`src/rtl/mxflash_pkg.sv`:
```
package mxflash_pkg;

  localparam int unsigned DW        = 16;
  localparam int unsigned PAGE_W    = 4;
  localparam int unsigned PAGE_SELW = 2;

  localparam logic [DW-1:0] CMD_IDENT  = 16'h0090;
  localparam logic [DW-1:0] CMD_ARRAY  = 16'h00FF;
  localparam logic [DW-1:0] CMD_PROT   = 16'h0041;
  localparam logic [DW-1:0] CMD_UNPROT = 16'h0042;
  localparam logic [DW-1:0] CMD_LOCK   = 16'h0043;

  localparam logic [DW-1:0] MFR_CODE   = 16'h0020;

  typedef enum logic {
    MODE_ARRAY = 1'b0,
    MODE_IDENT = 1'b1
  } mode_e;

  // Computed array image: one word per 16-bit address.
  function automatic logic [DW-1:0] array_word(input logic [DW-1:0] a,
                                               input logic [DW-1:0] mul,
                                               input logic [DW-1:0] xr);
    logic [DW-1:0] prod;
    prod = a * mul;
    return prod ^ xr;
  endfunction

endpackage

```
`src/rtl/mxflash_latch.sv`:
```
module mxflash_latch
  import mxflash_pkg::*;
#(
  parameter logic [DW-1:0] PAT_MUL = 16'h9E37,
  parameter logic [DW-1:0] PAT_XOR = 16'h5A5A
) (
  input  logic                        clk,
  input  logic                        rst_n,
  input  logic                        pd_n,
  input  logic                        latch,
  input  logic [DW-1:0]               bus_in,
  output logic [DW-1:0]               addr_q,
  output logic [PAGE_W-1:0][DW-1:0]   page_q
);

  localparam int unsigned BASE_W = DW - PAGE_SELW;

  logic              latch_q;
  logic              page_vld_q;
  logic [BASE_W-1:0] base_q;

  logic              rise;
  logic              fill;
  logic              page_vld_nxt;
  logic [BASE_W-1:0] new_base;

  assign new_base = bus_in[DW-1:PAGE_SELW];
  assign rise     = latch & ~latch_q;
  assign fill     = rise & (~page_vld_q | (base_q != new_base));

  always_comb begin
    page_vld_nxt = page_vld_q;
    if (!pd_n)     page_vld_nxt = 1'b0;
    else if (fill) page_vld_nxt = 1'b1;
  end

  always_ff @(posedge clk or negedge rst_n) begin
    if (!rst_n) begin
      latch_q    <= 1'b0;
      page_vld_q <= 1'b0;
      addr_q     <= '0;
      base_q     <= '0;
    end else begin
      latch_q    <= latch;
      page_vld_q <= page_vld_nxt;
      if (rise) addr_q <= bus_in;
      if (fill) base_q <= new_base;
    end
  end

  // One register per page word, refilled only on a page change.
  for (genvar w = 0; w < PAGE_W; w++) begin : g_page
    logic [DW-1:0] word_nxt;
    assign word_nxt = array_word({new_base, PAGE_SELW'(w)}, PAT_MUL, PAT_XOR);

    always_ff @(posedge clk or negedge rst_n) begin
      if (!rst_n)    page_q[w] <= '0;
      else if (fill) page_q[w] <= word_nxt;
    end
  end

endmodule

```
`src/rtl/mxflash_cmd.sv`:
```
module mxflash_cmd
  import mxflash_pkg::*;
(
  input  logic          clk,
  input  logic          rst_n,
  input  logic          pd_n,
  input  logic          ce_n,
  input  logic          oe_n,
  input  logic          we_n,
  input  logic [DW-1:0] bus_in,
  output logic          cmd_vld,
  output logic [DW-1:0] cmd_word,
  output mode_e         mode_q
);

  logic  we_q;
  mode_e mode_nxt;

  assign cmd_vld  = pd_n & ~ce_n & oe_n & ~we_n & we_q;
  assign cmd_word = bus_in;

  always_comb begin
    mode_nxt = mode_q;
    if (!pd_n) begin
      mode_nxt = MODE_ARRAY;
    end else if (cmd_vld) begin
      if (cmd_word == CMD_IDENT)      mode_nxt = MODE_IDENT;
      else if (cmd_word == CMD_ARRAY) mode_nxt = MODE_ARRAY;
    end
  end

  always_ff @(posedge clk or negedge rst_n) begin
    if (!rst_n) begin
      we_q   <= 1'b1;
      mode_q <= MODE_ARRAY;
    end else begin
      we_q   <= we_n;
      mode_q <= mode_nxt;
    end
  end

endmodule

```
`src/rtl/mxflash_blkstat.sv`:
```
module mxflash_blkstat
  import mxflash_pkg::*;
#(
  parameter int unsigned BLOCKS = 8,
  localparam int unsigned BW    = $clog2(BLOCKS)
) (
  input  logic              clk,
  input  logic              rst_n,
  input  logic              pd_n,
  input  logic              wp_n,
  input  logic              cmd_vld,
  input  logic [DW-1:0]     cmd_word,
  input  logic [BW-1:0]     blk_sel,
  output logic [BLOCKS-1:0] prot_vec,
  output logic [BLOCKS-1:0] lock_vec
);

  for (genvar b = 0; b < BLOCKS; b++) begin : g_blk
    logic hit;
    logic prot_nxt;
    logic lock_nxt;

    assign hit = cmd_vld & (blk_sel == BW'(b));

    always_comb begin
      prot_nxt = prot_vec[b];
      lock_nxt = lock_vec[b];
      if (!pd_n) begin
        prot_nxt = 1'b1;
        lock_nxt = 1'b0;
      end else if (hit) begin
        case (cmd_word)
          CMD_PROT:   prot_nxt = 1'b1;
          CMD_LOCK:   lock_nxt = 1'b1;
          CMD_UNPROT: if (!lock_vec[b] || wp_n) prot_nxt = 1'b0;
          default:    ;
        endcase
      end
    end

    always_ff @(posedge clk or negedge rst_n) begin
      if (!rst_n) begin
        prot_vec[b] <= 1'b1;
        lock_vec[b] <= 1'b0;
      end else begin
        prot_vec[b] <= prot_nxt;
        lock_vec[b] <= lock_nxt;
      end
    end
  end

endmodule

```
`src/rtl/mxflash_front.sv`:
```
module mxflash_front
  import mxflash_pkg::*;
#(
  parameter int unsigned   BLOCKS  = 8,
  parameter int unsigned   VARIANT = 0,
  parameter logic [15:0]   PAT_MUL = 16'h9E37,
  parameter logic [15:0]   PAT_XOR = 16'h5A5A
) (
  input  logic        clk,
  input  logic        rst_ni,
  input  logic        latch_i,
  input  logic        ce_ni,
  input  logic        oe_ni,
  input  logic        we_ni,
  input  logic        pd_ni,
  input  logic        wp_ni,
  input  logic [15:0] adq_i,
  output logic [15:0] adq_o,
  output logic        adq_oe_o
);

  localparam int unsigned   BW       = $clog2(BLOCKS);
  localparam logic [DW-1:0] DEV_CODE = (VARIANT == 0) ? 16'h00A4 : 16'h00A5;

  // Reset: asserted at once, released on the clock.
  logic [1:0] rst_pipe;
  logic       rst_n_s;

  always_ff @(posedge clk or negedge rst_ni) begin
    if (!rst_ni) rst_pipe <= 2'b00;
    else         rst_pipe <= {rst_pipe[0], 1'b1};
  end
  assign rst_n_s = rst_pipe[1];

  logic [DW-1:0]             addr_q;
  logic [PAGE_W-1:0][DW-1:0] page_q;
  logic                      cmd_vld;
  logic [DW-1:0]             cmd_word;
  mode_e                     mode_q;
  logic                      ident_mode;
  logic [BLOCKS-1:0]         prot_vec;
  logic [BLOCKS-1:0]         lock_vec;
  logic [BW-1:0]             blk_sel;

  assign blk_sel    = addr_q[DW-1 -: BW];
  assign ident_mode = (mode_q == MODE_IDENT);

  mxflash_latch #(
    .PAT_MUL (PAT_MUL),
    .PAT_XOR (PAT_XOR)
  ) u_latch (
    .clk    (clk),
    .rst_n  (rst_n_s),
    .pd_n   (pd_ni),
    .latch  (latch_i),
    .bus_in (adq_i),
    .addr_q (addr_q),
    .page_q (page_q)
  );

  mxflash_cmd u_cmd (
    .clk      (clk),
    .rst_n    (rst_n_s),
    .pd_n     (pd_ni),
    .ce_n     (ce_ni),
    .oe_n     (oe_ni),
    .we_n     (we_ni),
    .bus_in   (adq_i),
    .cmd_vld  (cmd_vld),
    .cmd_word (cmd_word),
    .mode_q   (mode_q)
  );

  mxflash_blkstat #(
    .BLOCKS (BLOCKS)
  ) u_blk (
    .clk      (clk),
    .rst_n    (rst_n_s),
    .pd_n     (pd_ni),
    .wp_n     (wp_ni),
    .cmd_vld  (cmd_vld),
    .cmd_word (cmd_word),
    .blk_sel  (blk_sel),
    .prot_vec (prot_vec),
    .lock_vec (lock_vec)
  );

  // Read data selection
  logic [DW-1:0] rd_data;
  logic          drive_nxt;

  always_comb begin
    if (ident_mode) begin
      case (addr_q[7:0])
        8'h00:   rd_data = MFR_CODE;
        8'h01:   rd_data = DEV_CODE;
        8'h02:   rd_data = {14'b0, lock_vec[blk_sel], prot_vec[blk_sel]};
        default: rd_data = '0;
      endcase
    end else begin
      rd_data = page_q[addr_q[PAGE_SELW-1:0]];
    end
  end

  assign drive_nxt = pd_ni & ~ce_ni & ~oe_ni;

  always_ff @(posedge clk or negedge rst_n_s) begin
    if (!rst_n_s) begin
      adq_oe_o <= 1'b0;
      adq_o    <= '0;
    end else begin
      adq_oe_o <= drive_nxt;
      if (drive_nxt) adq_o <= rd_data;
    end
  end

endmodule

```
`config.mk`:
```
export PLATFORM = sky130hd
export DESIGN_NAME = mxflash_front
export DESIGN_NICKNAME = d
export VERILOG_FILES = /design/src/rtl/mxflash_pkg.sv /design/src/rtl/mxflash_latch.sv /design/src/rtl/mxflash_cmd.sv /design/src/rtl/mxflash_blkstat.sv /design/src/rtl/mxflash_front.sv
export SDC_FILE = /design/constraint.sdc
export NUM_CORES = 1
export LEC_CHECK = 0
export ABC_AREA = 1
export BUFFER_PORTS_ARGS = -buffer_cell sky130_fd_sc_hd__clkbuf_2
export CAP_MARGIN = 20
export CORE_UTILIZATION = 65
export CTS_CLUSTER_DIAMETER = 200
export DETAILED_ROUTE_END_ITERATION = 16
export PLACE_DENSITY = 0.83
export SYNTH_ARGS = -nofsm -noshare
export SYNTH_HDL_FRONTEND = slang
export SYNTH_SLANG_ARGS = --single-unit
```
`constraint.sdc`:
```
create_clock -name clk -period 4.5 [get_ports clk]
set_clock_uncertainty 0.1 [all_clocks]
set_input_delay 0.225 -clock clk [delete_from_list [all_inputs] [get_ports clk]]
set_output_delay 0.225 -clock clk [all_outputs]
set_load 0.01 [all_outputs]
```
=== After elaboration in Yosys (flattened, before gate mapping) ===
Cells that the tools add are included.

* Word-level logic and storage cells: 194
* Register bits after elaboration: 131
* Output and inout port bits: 17
* Input bits: 24

* Multiply operators: 4
* Order comparisons: 2
* Bitwise operators: 25
* Reduce and logical (&&, ||, !) cells: 35
* Mux-type cells: 63
* Equal/unequal tests: 36

{| class="wikitable"
|+ Operators with widths
! kind !! count
|-
| $mux 1 || 49
|-
| $eq 16x7->1 const B || 3
|-
| $bmux 16 s2 || 1
|-
| $eq 16x8->1 const B || 2
|-
| $mul 16x16->16 const B || 2
|-
| $mux 16 || 2
|-
| $not 8->8 || 4
|-
| $ne 3x2->1 const B || 8
|-
| $pmux 8 s3 || 1
|-
| $reduce_and 3->1 || 8
|-
| $ne 2x1->1 const B || 11
|-
| $reduce_and 2->1 || 9
|-
| $mul 14x16->14 const B || 1
|-
| $mul 15x16->15 const B || 1
|-
| $pmux 1 s2 || 8
|-
| $and 1x1->1 || 15
|-
| $ne 14x14->1 || 1
|-
| $eq 3x3->1 const B || 4
|-
| $eq 8x1->1 const B || 1
|-
| $eq 8x2->1 const B || 1
|-
| $logic_not 1->1 || 8
|-
| $logic_not 8->1 || 1
|-
| $logic_or 1x1->1 || 8
|-
| $bmux 1 s3 || 2
|-
| other kinds (8) || 14
|}

=== Depth between registers and ports, before layout ===
* Word-level depth: 8
* Gate-level depth with buffers: 25
* Depth with buffers taken out: 24

=== Modules after synthesis ===
A second synthesis with hierarchy kept.

* Cells, all modules: 1734
* Area, all modules: 13414.1 um^2

{| class="wikitable"
|+ Modules (own cells, without submodules)
! module !! area each (um^2) !! sequential area each (um^2) !! instances !! cells an instance
|-
| mxflash_latch || 10530.1 || 2127.0 || 1 || 1281
|-
| mxflash_front || 1492.7 || 475.5 || 1 || 259
|-
| mxflash_blkstat || 1052.3 || 410.4 || 1 || 143
|-
| mxflash_cmd || 339.1 || 51.3 || 1 || 51
|}

=== Least setup slack after synthesis ===
OpenSTA, ideal clock, no wires.

* Path type: input-to-reg
* Start: input adq_i[9]
* End: register u_latch.page_q[31] (netlist bit)
* Buffers on the path: 0
* Cell stages on the path: 17
* Arrival: 4.274 ns
* Slack: 0.008 ns
* Setup time: 0.117 ns
* Required time: 4.283 ns
* Path through: inv_1 ha_1 fa_1 fa_1 inv_1 fa_1 fa_1 fa_1 inv_1 ha_1 inv_1 nor4_1 nand3_1 nand3_1 nand3_1 nand3_1 nand2_1

* Longest elaborated chain between the ends: 3
* Elaborated cells between the ends (all ways): 4
* Classes of those cells: 1 x mul; 1 x eq/ne; 2 x bitwise

{| class="wikitable"
|+ Ends and longest elaborated chain
! element !! RTL line !! source
|-
| start, declared || mxflash_front.sv:17 || <nowiki>input logic [15:0] adq_i,</nowiki>
|-
| branches (longest 3 deep; another with $mul 16x16->16) || n/a ||
|-
| end signal, assigned by index || mxflash_latch.sv:58 || <nowiki>else if (fill) page_q[w] <= word_nxt;</nowiki>
|-
| end, declared || mxflash_latch.sv:13 || <nowiki>output logic [PAGE_W-1:0][DW-1:0] page_q</nowiki>
|}

Several ways; the timed one is not identified.
A chain may end at the register's enable or synchronous reset.

=== Worst setup path in the final report ===
* Start: input adq_i[3]
* End: register u_latch.page_q[47] (netlist bit)

* Longest elaborated chain between the ends: 3
* Elaborated cells between the ends (all ways): 4
* Classes of those cells: 1 x mul; 1 x eq/ne; 2 x bitwise

{| class="wikitable"
|+ Ends and longest elaborated chain
! element
|-
| branches (longest 3 deep; another with $mul 15x16->15)
|}

Several ways; the timed one is not identified.

==> results.cfg <==
[pwr]
internal_power_w = 0.00590
seqPwrFrac_pct = 13.9
p_leak_nw = 7.91
max-vdd-ir-drop_mv = 0.619
power_density_mw_per_mm2 = 774
clkPwrFrac_pct = 12.5
p_comb_share_pct = 73.6
sw_frac_of_total_pct = 48.3
power.switching_w = 0.00551

[drt]
postRouteAntennaNets = 0
routed-via-count = 11013
drt_wl_total_um = 36200
via_per_inst = 5.72
wl_per_cell_um = 18.8
drc_errors = 0
firstDrtPassIters = 6
drtIter0Drc = 828

[floorplanning]
die_y_um = 140
core_mm2 = 0.0186
ioPinCount = 41
die_w_um = 140
start_util_pct = 66.3
die_area_mm2 = 0.0196
num_rows = 50

[synth]
synth_area_mm2 = 0.0124
synth_edf_count = 0
ys_seq_elements = 117
async_reset_ff_share_pct = 100
yosys_warnings = 0
syn_inst = 1490
ys_seq_area_share_pct = 23.8
synth_nets = 1789
ys_types = 49
synth_top_flop_cell = dfrtp_1
avgSynthCellArea_um2 = 8.29

[outcome]
status = complete, no violations

[sta]
tightest_slew_ns = 0.889
period_share_pct = 97.0
relSlewSlack_pct = 40.1
max_freq_ghz = 0.229
drv_slew = 0
final-setup-viol-count = 0
rsz0062_at_grt = true
fin_crit_ns = 4.36
finalHoldViolCount = 0
final.setup.tns_ns = 0

[placed_design]
io_buffers = 40
placed_cells = 1888
hpwl_um = 28200
gp_congestion = 1.01

[cells_and_area]
final_nets = 1977
layout_common_cells = 308 x inv_1, 295 x nand2_1, 155 x ha_1, 149 x buf_4, 107 x dfrtp_1
final_common_cell = inv_1
drive_gt1_share_pct = 17.3
syn2layout_area_growth_pct = 19.3
final_core_util_pct = 79.1
diodes = 0
final_cells = 1925

[critical_path]
endpoint_kind = flop
rrSetupSlack_ns = 1.64
crit_arrival_ns = 4.58
crit_type = primary input to flop
worstPathMaxFanout = 4
required_ns = 4.72
setup.worst_path.start_class = primary input

[grt]
grt.total_usage_pct = 38.3
grt_max_degree = 70
grt_first_pass_wirelength_um = 57000
gr-total-overflow = 0
grt_pass1_vias = 11181
antenna_found_initial = 0

[clocking]
clkTransAtPathRegs_ns = 0.07
cts_setup_buffers = 0
clock_sink_count = 117
cts_made_buffers = 17
cts_htree_levels = 4
clock_path_buffers = 2
clock_latency_ns = 0.43
cts-root-buf = clkbuf_16
cts_tree = yes

[hold_path]
hold_path_class = primary input to asynchronous set/reset pin

[job]
maxCapViolCount = 0
==> what timing repair did <==
action,CTS,global route
pin swaps,0,11
hold endpoints to repair,5,0
gates resized for setup,5,43
hold buffers,5,0
endpoints found under the setup margin,3,14
==> through the flow <==
stage	total power [W]	cell area (µm²)	setup WS [ns]	hold slack (ns)
after floorplan	0.00632	12400	0.00825	-0.171
after global placement	0.00893	13900	-0.479	-0.0897
after detailed placement	0.00920	13900	-0.553	-0.0867
after CTS	0.0107	14500	0.00491	0.0133
after global routing	0.0123	14700	-0.0669	0.0144
final	0.0114	14700	0.136	0.0128
==> critical path: stages <==
cell      delay (ns)
clkbuf_2        0.14
inv_1           0.10
ha_2            0.32
inv_1           0.12
ha_1            0.24
inv_1           0.10
fa_1            0.50
fa_1            0.49
inv_1           0.06
fa_1            0.57
inv_1           0.06
fa_1            0.51
inv_1           0.09
ha_4            0.27
a21oi_1         0.19
o21a_1          0.17
nand3_2         0.10
inv_1           0.06
nand3_1         0.08
nand3_1         0.13
nand2_1         0.07
==> power groups by stage <==
stage                     registers (W)  logic [W]  clock network (W)
after floorplan                 0.00152    0.00479                  0
after global placement          0.00159    0.00735                  0
after detailed placement        0.00160    0.00760                  0
after CTS                       0.00158    0.00775            0.00141
after global routing            0.00161    0.00924            0.00146
final                           0.00159    0.00840            0.00142
==> cell families (layout without fill, tap and decap cells) <==
family	count (synthesis)	after routing	share of synthesized area (%)
compound gates	220	220	10.4
buf+inv	344	545	10.7
other cells	1	1	0.0303
simple gates	466	466	15.9
fa+ha+maj	275	275	34.5
xor+xnor	67	67	4.75
flops	117	117	23.8
==> final cells by class <==
type                    count  area (µm²)
flip-flops and latches    117        2940
clock buffers              17         425
clock inverters            15         174
well taps                 234         293
inverters                 319        1200
fillers                  1254        3900
multi-input cells        1029        8330
repair buffers            194        1380
==> worst paths after layout <==
check / start / to / depth (start not counted)
max: adq_i[3] / u_latch.page_q[47] / 21
min: rst_ni / rst_pipe[1] / 2
max reg2reg: u_latch.base_q[0] / u_latch.page_q[50] / 10
min reg2reg: rst_pipe[0] / rst_pipe[1] / 0
max in group asynchronous: rst_pipe[1] / u_latch.base_q[10] / 1
min in group clk: adq_i[13] / u_latch.base_q[11] / 3
==> synth_stat cells (all sizes together) (2+ instances only) <==
master  number  area [µm²]
clkbuf      10        38.8
o21a         4        30.0
a22oi       12        90.1
xor2        38         333
nand2      299        1130
nand4       15        93.8
a221oi       3        26.3
nand3b       5        37.5
nor3        13        65.1
dfstp        9         236
a22o        10        87.6
nand3       69         350
a31oi        2        12.5
a21oi       49         245
nor2        58         243
o21bai       4        30.0
o21ai      113         581
nor4         5        31.3
ha         166        2080
xnor2       29         254
o221ai       4        35.0
a31o         2        17.5
o31ai        2        15.0
inv        318        1190
o22ai        5        31.3
a21o         4        30.0
buf         15        81.3
fa         109        2180
dfrtp      108        2700
==> per-layer routing <==
metal / track usage (%) / wire length, µm / up-vias / share of wire [%]
li1: - / - / 5097 / -
met1: 48.6 / 14500 / 5235 / 40
met2: 64.1 / 17100 / 555 / 47
met3: 6.33 / 2940 / 126 / 8.1
met4: 17.9 / 1650 / 0 / 4.6
met5: 0 / 0 / - / 0
==> sequential cells by signal, summed over array words and instances (netlist names), 2 cells and up <==
| name | count |
|---|---|
| adq_o | 16 |
| u_blk.prot_vec | 8 |
| u_latch.addr_q | 11 |
| u_latch.base_q | 14 |
| u_latch.page_q | 53 |
| u_blk.lock_vec | 8 |
| rst_pipe | 2 |
No activity file was read; power rests on OpenSTA's default activity.
